**src/rtl/ddr3_tc_pkg.sv**
```systemverilog
// Shared command codes and helpers for the DDR3 command timing checker.
// Assumes: commands are encoded in three bits as listed in tc_cmd_e.
package ddr3_tc_pkg;

    typedef enum logic [2:0] {
        CMD_ACT  = 3'd0,
        CMD_RD   = 3'd1,
        CMD_RDA  = 3'd2,
        CMD_WR   = 3'd3,
        CMD_WRA  = 3'd4,
        CMD_PRE  = 3'd5,
        CMD_PREA = 3'd6,
        CMD_REFA = 3'd7
    } tc_cmd_e;

    // Larger of two integers, used to size the age counters.
    function automatic int tc_max(input int a, input int b);
        return (a > b) ? a : b;
    endfunction

endpackage

```
**src/rtl/ddr3_tc_age.sv**
```systemverilog
// Saturating age counter: cycles since the last hit.
// Assumes: reset leaves it saturated, which means "no constraint".
module ddr3_tc_age #(
    parameter int AW = 6
) (
    input  logic          clk,
    input  logic          rst_n,
    input  logic          hit,
    output logic [AW-1:0] age
);

    // Restart on a hit, otherwise count up until saturation.
    always_ff @(posedge clk) begin
        if (!rst_n)
            age <= '1;
        else if (hit)
            age <= '0;
        else if (age != '1)
            age <= age + 1'b1;
    end

endmodule

```
**src/rtl/ddr3_tc_faw.sv**
```systemverilog
// Rolling window of activate ages for one rank; exposes the oldest entry.
// Assumes: unused slots stay saturated, so they never constrain.
module ddr3_tc_faw #(
    parameter int AW    = 6,
    parameter int DEPTH = 4
) (
    input  logic          clk,
    input  logic          rst_n,
    input  logic          hit,
    output logic [AW-1:0] oldest
);

    logic [AW-1:0] win [DEPTH];

    // Saturating increment of one age value.
    function automatic logic [AW-1:0] bump(input logic [AW-1:0] a);
        return (a == '1) ? a : a + 1'b1;
    endfunction

    // Shift a fresh entry in on an activate; age every entry each cycle.
    always_ff @(posedge clk) begin
        if (!rst_n) begin
            for (int i = 0; i < DEPTH; i++)
                win[i] <= '1;
        end else if (hit) begin
            win[0] <= '0;
            for (int i = 1; i < DEPTH; i++)
                win[i] <= bump(win[i-1]);
        end else begin
            for (int i = 0; i < DEPTH; i++)
                win[i] <= bump(win[i]);
        end
    end

    assign oldest = win[DEPTH-1];

endmodule

```
**src/rtl/ddr3_tc_eval.sv**
```systemverilog
// Combinational rule evaluator: picks the ages that matter for the
// candidate command and returns the largest remaining wait.
// Assumes: an age of a means the command was logged a + 1 cycles ago.
module ddr3_tc_eval
    import ddr3_tc_pkg::*;
#(
    parameter int NB    = 16,
    parameter int NR    = 2,
    parameter int AW    = 6,
    parameter int SW    = 4,
    parameter int RW    = 1,
    parameter int T_RP  = 6,
    parameter int T_RC  = 20,
    parameter int T_RFC = 44,
    parameter int T_RAS = 14,
    parameter int T_RTP = 4,
    parameter int T_WL  = 5,
    parameter int T_RL  = 6,
    parameter int T_WR  = 6,
    parameter int T_WTR = 4,
    parameter int T_CCD = 4,
    parameter int T_FAW = 16,
    parameter int BL    = 8
) (
    input  logic [2:0]            q_cmd,
    input  logic [RW-1:0]         q_rank,
    input  logic [SW-1:0]         q_slot,
    input  logic [NB-1:0][AW-1:0] b_act,
    input  logic [NB-1:0][AW-1:0] b_pre,
    input  logic [NB-1:0][AW-1:0] b_rd,
    input  logic [NB-1:0][AW-1:0] b_wr,
    input  logic [NB-1:0][AW-1:0] b_wra,
    input  logic [NR-1:0][AW-1:0] r_act,
    input  logic [NR-1:0][AW-1:0] r_rd,
    input  logic [NR-1:0][AW-1:0] r_rda,
    input  logic [NR-1:0][AW-1:0] r_wr,
    input  logic [NR-1:0][AW-1:0] r_wra,
    input  logic [NR-1:0][AW-1:0] r_pre,
    input  logic [NR-1:0][AW-1:0] r_prea,
    input  logic [NR-1:0][AW-1:0] r_refa,
    input  logic [NR-1:0][AW-1:0] r_faw,
    input  logic [AW-1:0]         g_rd,
    input  logic [AW-1:0]         g_wr,
    output logic [AW-1:0]         delay
);

    localparam int HALF_BL  = BL / 2;
    localparam int K_WREC   = T_WL + HALF_BL + T_WR;
    localparam int K_WR2RD  = T_WL + HALF_BL + T_WTR;
    localparam int K_RD2WR  = T_RL + HALF_BL + 2 - T_WL;
    localparam int K_WRA2RP = K_WREC + T_RP;
    localparam int K_RDA2RP = T_RTP + T_RP;
    localparam int NT       = 6;

    tc_cmd_e       cmd;
    logic [AW-1:0] term [NT];

    assign cmd = tc_cmd_e'(q_cmd);

    // Remaining wait for one rule given the age of its history entry.
    function automatic logic [AW-1:0] rem(input logic [AW-1:0] a, input int t);
        int el;
        el = int'(a) + 1;
        return (el >= t) ? '0 : AW'(t - el);
    endfunction

    // Gather the applicable rules, then take their maximum.
    always_comb begin
        for (int i = 0; i < NT; i++)
            term[i] = '0;
        unique case (cmd)
            CMD_ACT: begin
                term[0] = rem(b_pre[q_slot],   T_RP);
                term[1] = rem(r_prea[q_rank],  T_RP);
                term[2] = rem(b_act[q_slot],   T_RC);
                term[3] = rem(r_refa[q_rank],  T_RFC);
                term[4] = rem(b_wra[q_slot],   K_WRA2RP);
                term[5] = rem(r_faw[q_rank],   T_FAW);
            end
            CMD_RD, CMD_RDA: begin
                term[0] = rem(g_wr, K_WR2RD);
            end
            CMD_WR, CMD_WRA: begin
                term[0] = rem(g_rd, K_RD2WR);
                term[1] = rem(g_wr, T_CCD);
            end
            CMD_PRE: begin
                term[0] = rem(b_act[q_slot], T_RAS);
                term[1] = rem(b_rd[q_slot],  T_RTP);
                term[2] = rem(b_wr[q_slot],  K_WREC);
            end
            CMD_PREA: begin
                term[0] = rem(r_act[q_rank], T_RAS);
                term[1] = rem(r_rd[q_rank],  T_RTP);
                term[2] = rem(r_wr[q_rank],  K_WREC);
            end
            CMD_REFA: begin
                term[0] = rem(r_act[q_rank],  T_RC);
                term[1] = rem(r_rda[q_rank],  K_RDA2RP);
                term[2] = rem(r_wra[q_rank],  K_WRA2RP);
                term[3] = rem(r_pre[q_rank],  T_RP);
                term[4] = rem(r_prea[q_rank], T_RP);
                term[5] = rem(r_refa[q_rank], T_RFC);
            end
            default: ;
        endcase
        delay = '0;
        for (int i = 0; i < NT; i++)
            if (term[i] > delay)
                delay = term[i];
    end

endmodule

```
**src/rtl/ddr3_cmd_timer.sv**
```systemverilog
// DDR3 command timing checker top. Logs issued commands into per-bank,
// per-rank and channel-wide age counters and reports, for a candidate
// command, the cycles until it is legal.
// Assumes: query and insert rank/bank values are in range; a query sees
// only commands inserted in earlier cycles.
module ddr3_cmd_timer
    import ddr3_tc_pkg::*;
#(
    parameter int RANKS      = 2,
    parameter int BANKS      = 8,
    parameter int ACT_WINDOW = 4,
    parameter int T_RP       = 6,
    parameter int T_RC       = 20,
    parameter int T_RFC      = 44,
    parameter int T_RAS      = 14,
    parameter int T_RTP      = 4,
    parameter int T_WL       = 5,
    parameter int T_RL       = 6,
    parameter int T_WR       = 6,
    parameter int T_WTR      = 4,
    parameter int T_CCD      = 4,
    parameter int T_FAW      = 16,
    parameter int BL         = 8,
    localparam int RW   = (RANKS > 1) ? $clog2(RANKS) : 1,
    localparam int BKW  = (BANKS > 1) ? $clog2(BANKS) : 1,
    localparam int MAXT = tc_max(tc_max(tc_max(T_RFC, T_RC),
                                        tc_max(T_WL + BL/2 + T_WR + T_RP, T_FAW)),
                                 tc_max(tc_max(T_WL + BL/2 + T_WTR, T_RL + BL/2 + 2 - T_WL),
                                        tc_max(T_RAS, tc_max(T_RTP + T_RP, T_CCD)))),
    localparam int AW   = $clog2(MAXT + 2)
) (
    input  logic           clk,
    input  logic           rst_n,
    input  logic           insert_valid,
    input  logic [2:0]     insert_cmd,
    input  logic [RW-1:0]  insert_rank,
    input  logic [BKW-1:0] insert_bank,
    input  logic [2:0]     query_cmd,
    input  logic [RW-1:0]  query_rank,
    input  logic [BKW-1:0] query_bank,
    output logic [AW-1:0]  delay
);

    localparam int NB = RANKS * BANKS;
    localparam int SW = (NB > 1) ? $clog2(NB) : 1;

    tc_cmd_e       icmd;
    logic          is_act, is_rd, is_rda, is_wr, is_wra, is_pre, is_prea, is_refa;
    logic [SW-1:0] ins_slot, q_slot;

    logic [NB-1:0][AW-1:0]    b_act, b_pre, b_rd, b_wr, b_wra;
    logic [RANKS-1:0][AW-1:0] r_act, r_rd, r_rda, r_wr, r_wra, r_pre, r_prea, r_refa, r_faw;
    logic [AW-1:0]            g_rd, g_wr;

    // Decode the logged command; nothing is decoded while insert_valid is low.
    always_comb begin
        icmd    = tc_cmd_e'(insert_cmd);
        is_act  = insert_valid && (icmd == CMD_ACT);
        is_rd   = insert_valid && (icmd == CMD_RD);
        is_rda  = insert_valid && (icmd == CMD_RDA);
        is_wr   = insert_valid && (icmd == CMD_WR);
        is_wra  = insert_valid && (icmd == CMD_WRA);
        is_pre  = insert_valid && (icmd == CMD_PRE);
        is_prea = insert_valid && (icmd == CMD_PREA);
        is_refa = insert_valid && (icmd == CMD_REFA);
    end

    // Flat bank slot index: rank-major, bank-minor.
    assign ins_slot = SW'(insert_rank) * SW'(BANKS) + SW'(insert_bank);
    assign q_slot   = SW'(query_rank)  * SW'(BANKS) + SW'(query_bank);

    // Per-bank history.
    for (genvar gb = 0; gb < NB; gb++) begin : g_bank
        logic sel;
        assign sel = (ins_slot == SW'(gb));
        ddr3_tc_age #(.AW(AW)) u_act (.clk(clk), .rst_n(rst_n), .hit(sel && is_act),
                                      .age(b_act[gb]));
        ddr3_tc_age #(.AW(AW)) u_pre (.clk(clk), .rst_n(rst_n), .hit(sel && is_pre),
                                      .age(b_pre[gb]));
        ddr3_tc_age #(.AW(AW)) u_rd  (.clk(clk), .rst_n(rst_n), .hit(sel && (is_rd || is_rda)),
                                      .age(b_rd[gb]));
        ddr3_tc_age #(.AW(AW)) u_wr  (.clk(clk), .rst_n(rst_n), .hit(sel && (is_wr || is_wra)),
                                      .age(b_wr[gb]));
        ddr3_tc_age #(.AW(AW)) u_wra (.clk(clk), .rst_n(rst_n), .hit(sel && is_wra),
                                      .age(b_wra[gb]));
    end

    // Per-rank history, including the activate window.
    for (genvar gr = 0; gr < RANKS; gr++) begin : g_rank
        logic sel;
        assign sel = (insert_rank == RW'(gr));
        ddr3_tc_age #(.AW(AW)) u_act  (.clk(clk), .rst_n(rst_n), .hit(sel && is_act),
                                       .age(r_act[gr]));
        ddr3_tc_age #(.AW(AW)) u_rd   (.clk(clk), .rst_n(rst_n), .hit(sel && (is_rd || is_rda)),
                                       .age(r_rd[gr]));
        ddr3_tc_age #(.AW(AW)) u_rda  (.clk(clk), .rst_n(rst_n), .hit(sel && is_rda),
                                       .age(r_rda[gr]));
        ddr3_tc_age #(.AW(AW)) u_wr   (.clk(clk), .rst_n(rst_n), .hit(sel && (is_wr || is_wra)),
                                       .age(r_wr[gr]));
        ddr3_tc_age #(.AW(AW)) u_wra  (.clk(clk), .rst_n(rst_n), .hit(sel && is_wra),
                                       .age(r_wra[gr]));
        ddr3_tc_age #(.AW(AW)) u_pre  (.clk(clk), .rst_n(rst_n), .hit(sel && is_pre),
                                       .age(r_pre[gr]));
        ddr3_tc_age #(.AW(AW)) u_prea (.clk(clk), .rst_n(rst_n), .hit(sel && is_prea),
                                       .age(r_prea[gr]));
        ddr3_tc_age #(.AW(AW)) u_refa (.clk(clk), .rst_n(rst_n), .hit(sel && is_refa),
                                       .age(r_refa[gr]));
        ddr3_tc_faw #(.AW(AW), .DEPTH(ACT_WINDOW)) u_faw (.clk(clk), .rst_n(rst_n),
                                       .hit(sel && is_act), .oldest(r_faw[gr]));
    end

    // Channel-wide read/write turnaround history.
    ddr3_tc_age #(.AW(AW)) u_g_rd (.clk(clk), .rst_n(rst_n), .hit(is_rd || is_rda), .age(g_rd));
    ddr3_tc_age #(.AW(AW)) u_g_wr (.clk(clk), .rst_n(rst_n), .hit(is_wr || is_wra), .age(g_wr));

    // Rule evaluation for the candidate command.
    ddr3_tc_eval #(
        .NB(NB), .NR(RANKS), .AW(AW), .SW(SW), .RW(RW),
        .T_RP(T_RP), .T_RC(T_RC), .T_RFC(T_RFC), .T_RAS(T_RAS), .T_RTP(T_RTP),
        .T_WL(T_WL), .T_RL(T_RL), .T_WR(T_WR), .T_WTR(T_WTR), .T_CCD(T_CCD),
        .T_FAW(T_FAW), .BL(BL)
    ) u_eval (
        .q_cmd(query_cmd), .q_rank(query_rank), .q_slot(q_slot),
        .b_act(b_act), .b_pre(b_pre), .b_rd(b_rd), .b_wr(b_wr), .b_wra(b_wra),
        .r_act(r_act), .r_rd(r_rd), .r_rda(r_rda), .r_wr(r_wr), .r_wra(r_wra),
        .r_pre(r_pre), .r_prea(r_prea), .r_refa(r_refa), .r_faw(r_faw),
        .g_rd(g_rd), .g_wr(g_wr), .delay(delay)
    );

endmodule

```
**config.mk**
```make
export PLATFORM = sky130hd
export DESIGN_NAME = ddr3_cmd_timer
export DESIGN_NICKNAME = d
export VERILOG_FILES = /design/src/rtl/ddr3_tc_pkg.sv /design/src/rtl/ddr3_tc_age.sv /design/src/rtl/ddr3_tc_faw.sv /design/src/rtl/ddr3_tc_eval.sv /design/src/rtl/ddr3_cmd_timer.sv
export SDC_FILE = /design/constraint.sdc
export NUM_CORES = 2
export LEC_CHECK = 0
export CORE_MARGIN = 8
export CORE_UTILIZATION = 45
export CTS_BUF_LIST = sky130_fd_sc_hd__clkbuf_4 sky130_fd_sc_hd__clkbuf_8
export DETAILED_ROUTE_END_ITERATION = 10
export PLACE_DENSITY = 0.67
export REMOVE_ABC_BUFFERS = 1
export SKIP_CTS_REPAIR_TIMING = 1
export SYNTH_ARGS = -nofsm -noshare
export SYNTH_HDL_FRONTEND = slang
export SYNTH_HIERARCHICAL = 1
export SYNTH_SLANG_ARGS = --single-unit
```
**constraint.sdc**
```tcl
create_clock -name clk -period 43.4 [get_ports clk]
set_input_delay 8.68 -clock clk [delete_from_list [all_inputs] [get_ports clk]]
set_output_delay 8.68 -clock clk [all_outputs]
set_load 0.005 [all_outputs]
```
==> flow_summary.yaml <==
sta:
  fin_skew_ps: 35.1
  tightest_slew_ps: 1220
  relSlewSlack_pct: 18.0
  fin_tns_setup_ps: 0
  slew_viol_final: 0
  setup_viol: 0
  fmax_mhz: 31.8
  period_minus_slack_ps: 31490
  fin_crit_sh_pct: 72.6
  rsz0062_at_grt: "no"
  hold_viol_final: 0
setup_path:
  crit_family: "compound AO/OA/AOI/OAI gates"
  rrSetupSlack_ps: 41560
  startpoint: "query_bank[2]"
  cpMostUsedCell: "o21a_1"
  worstSetupPathDepth: 61
  path_class: "in -> out"
  cpPeakStageDelay_ps: 850
  critPathSlowestCell: "o22ai_1"
  timing.rr.start: "g_rank[1].u_faw/win[1][0]"
  start_kind: "input port"
  cp-end-kind: "output port"
  reg2reg_to: "g_rank[1].u_faw/win[2][1]"
  cp.required_ps: 34720
  crit_arrival_ps: 22810
  path_buf_inv: 6
  reg2reg_depth: 5
  path_max_fanout: 45
route:
  vias: 37800
  drtIter0Drc: 3047
  drc: 0
  drtAntennaViolNets: 0
  post_drt_wl_per_cell_um: 19.2
  drt_wl_total_um: 117000
  vias_per_cell: 6.20
  firstDrtPassIters: 9
min_path:
  hold_start: "g_bank[14].u_pre/age[2]"
  min_to: "g_bank[14].u_pre/age[2]"
  hp-class: "reg -> reg"
  whs_path_depth: 2
global_route:
  grt-ovfl-total: 0
  track_usage_pct: 21.1
  antenna_found_initial: 1
  grt_pass1_wl_um: 188000
  grt_pass1_vias: 34600
  grt_max_degree: 192
run_status:
  status: "finished, final reports clean"
yosys:
  synth-compound-area-share_pct: 20.8
  ys_types: 115
  synth_fa_ha_area_share_pct: 5.56
  avgSynthCellArea_um2: 9.27
  synthSimpleGateAreaFrac_pct: 28.7
  synthMuxAreaShare_pct: 10.4
  synth_xor_area_share_pct: 1.71
  yosysSeqAreaShare_pct: 30.8
  synth_edf_count: 48
  ys_seq_elements: 636
  netlist_area_um2: 43000
  syn_inst: 4634
  ys_warn_count: 6
  synth_top_family_by_area: "simple AND/OR/NAND/NOR gates"
  synth_top_flop_cell: "dfxtp_1"
  async_flop_share_pct: 0
pwr:
  clkPwrFrac_pct: 14.8
  combPwrFrac_pct: 56.1
  max-vdd-ir-drop_mv: 0.0946
  power_frac_seq_pct: 29.1
  internal-power_mw: 2.29
  p_per_area_nw_per_um2: 86.8
  p_sw_mw: 1.78
  leakage_nw: 19.5
  p_sw_share_pct: 43.8
cts:
  cts_buffer_depth: 3
  htreeDepth: 3
  cts.sinks: 636
  clkTransAtPathRegs_ps: 60
  numCtsBuffers: 115
  cts_tree: "yes"
  clock_latency_ps: 760
  root_buffer: "clkbuf_8"
placement:
  place_congestion: 0.899
  numPortBuffers: 22
  placed_cells: 5886
  hpwl_um: 81900
cells_and_area:
  final_cells: 6097
  areaGrowthSynthToFinish_pct: 9.26
  layout.nets: 4946
  drive_above_1_share_pct: 12.4
  multi_input_area_um2: 29000
  nFillCells: 8858
  ff_latch_area_um2: 13200
die:
  initial_utilization_pct: 45.3
  ios: 23
  rows: 113
  die_w_um: 325
  die_y_um: 325
  core_um2: 94900
  die_area_um2: 106000
run:
  drv_cap: 0
-- stage by stage --
stage | worst slack (ps) | util (%) | cell area, um2 | power (mW) | hold slack (ps)
final | 11910 | 49.5 | 46900 | 4.08 | 583
after global routing | 10710 | 49.5 | 46900 | 4.42 | 612
after CTS | 12030 | 49.5 | 46900 | 4.07 | 584
after detailed placement | 12070 | 46.9 | 44500 | 3.44 | 576
after global placement | 12160 | 46.9 | 44500 | 3.39 | 570
after floorplan | 15250 | - | 42500 | 2.88 | 550
-- registers in the layout (all words and copies together) (netlist names), 48 cells and up --
signal / flops
g_bank.u_act/age: 96
g_bank.u_pre/age: 96
g_bank.u_rd/age: 96
g_bank.u_wr/age: 96
g_bank.u_wra/age: 96
g_rank.u_faw/win: 48
-- logic make-up after synthesis --
kind of cell	after synthesis
and+or+nand+nor	2019
AOI/OAI and AO/OA	1237
DFF	636
muxes	303
adders and majority gates	191
buffers and inverters	163
xor gates and xnor gates	82
other	3
-- synthesized netlist by cell type (98+ instances only) --
cell	instances	area (um2)
and4_2	98	981
o211a_1	102	1020
or4b_1	103	1030
dfxtp_1	588	11800
nand2b_1	125	782
o31ai_1	398	2990
and3_1	112	701
o21a_1	112	841
nor2b_1	222	1390
nor2_1	321	1200
nand3_4	98	1720
o21ai_0	142	711
mux2i_1	174	1740
ha_1	191	2390
nand2_1	505	1900
nand4_1	117	732
nor3_1	150	751
a31oi_1	208	1300
-- power by group through the flow --
stage                     registers (mW)  clock network, mW  logic [mW]
after floorplan                     1.07                  0        1.81
after global placement              1.19                  0        2.21
after detailed placement            1.19                  0        2.26
after CTS                           1.18              0.619        2.27
after global routing                1.23              0.645        2.55
final                               1.19              0.603        2.29
-- final cells by class --
cell class	count	area share (%)
clock buffers	184	4.82
diodes	2	0.0107
well taps	1265	3.37
flip-flops and latches	636	28.1
clock inverters	25	0.394
multi-input cells	3869	61.8
repair buffers	47	0.901
inverters	69	0.552
-- routing by layer --
layer	share of wire, %	global-route usage [%]
met3	6.7	3.88
met1	45	28.1
met4	3.5	7.91
met5	0	0
met2	45	33.9
-- worst register-to-register path, cell delays in order, from the launching register on --
cell	delay, ps
edfxtp_1	400
ha_1	260
nand2_1	70
or3_1	460
mux2i_1	270
a22oi_1	100
-- worst max-delay path by stage --
stage | end
finish | delay[0]
global route | delay[0]
CTS | delay[0]
detailed placement | delay[0]
global placement | delay[0]
floorplan | delay[1]
-- placed cells by master, fill, tap and decap left out, types with 48 or more instances in the layout --
| cell type | n |
|---|---|
| o211a_1 | 102 |
| o21a_1 | 112 |
| inv_1 | 61 |
| dfxtp_1 | 588 |
| nor2b_1 | 222 |
| mux4_2 | 87 |
| o21ai_0 | 142 |
| nand3_1 | 53 |
| nand2_1 | 505 |
| a21oi_1 | 59 |
| xnor2_1 | 49 |
| o31ai_1 | 398 |
| edfxtp_1 | 48 |
| ha_1 | 191 |
| nand2b_1 | 125 |
| a31oi_1 | 208 |
| and3_1 | 112 |
| and4_2 | 98 |
| nor2_1 | 320 |
| nand4_1 | 117 |
| mux2i_1 | 174 |
| nor3_1 | 149 |
| nand3_4 | 98 |
| clkbuf_8 | 141 |
| or4b_1 | 103 |
Power figures use the tool's default switching activity.
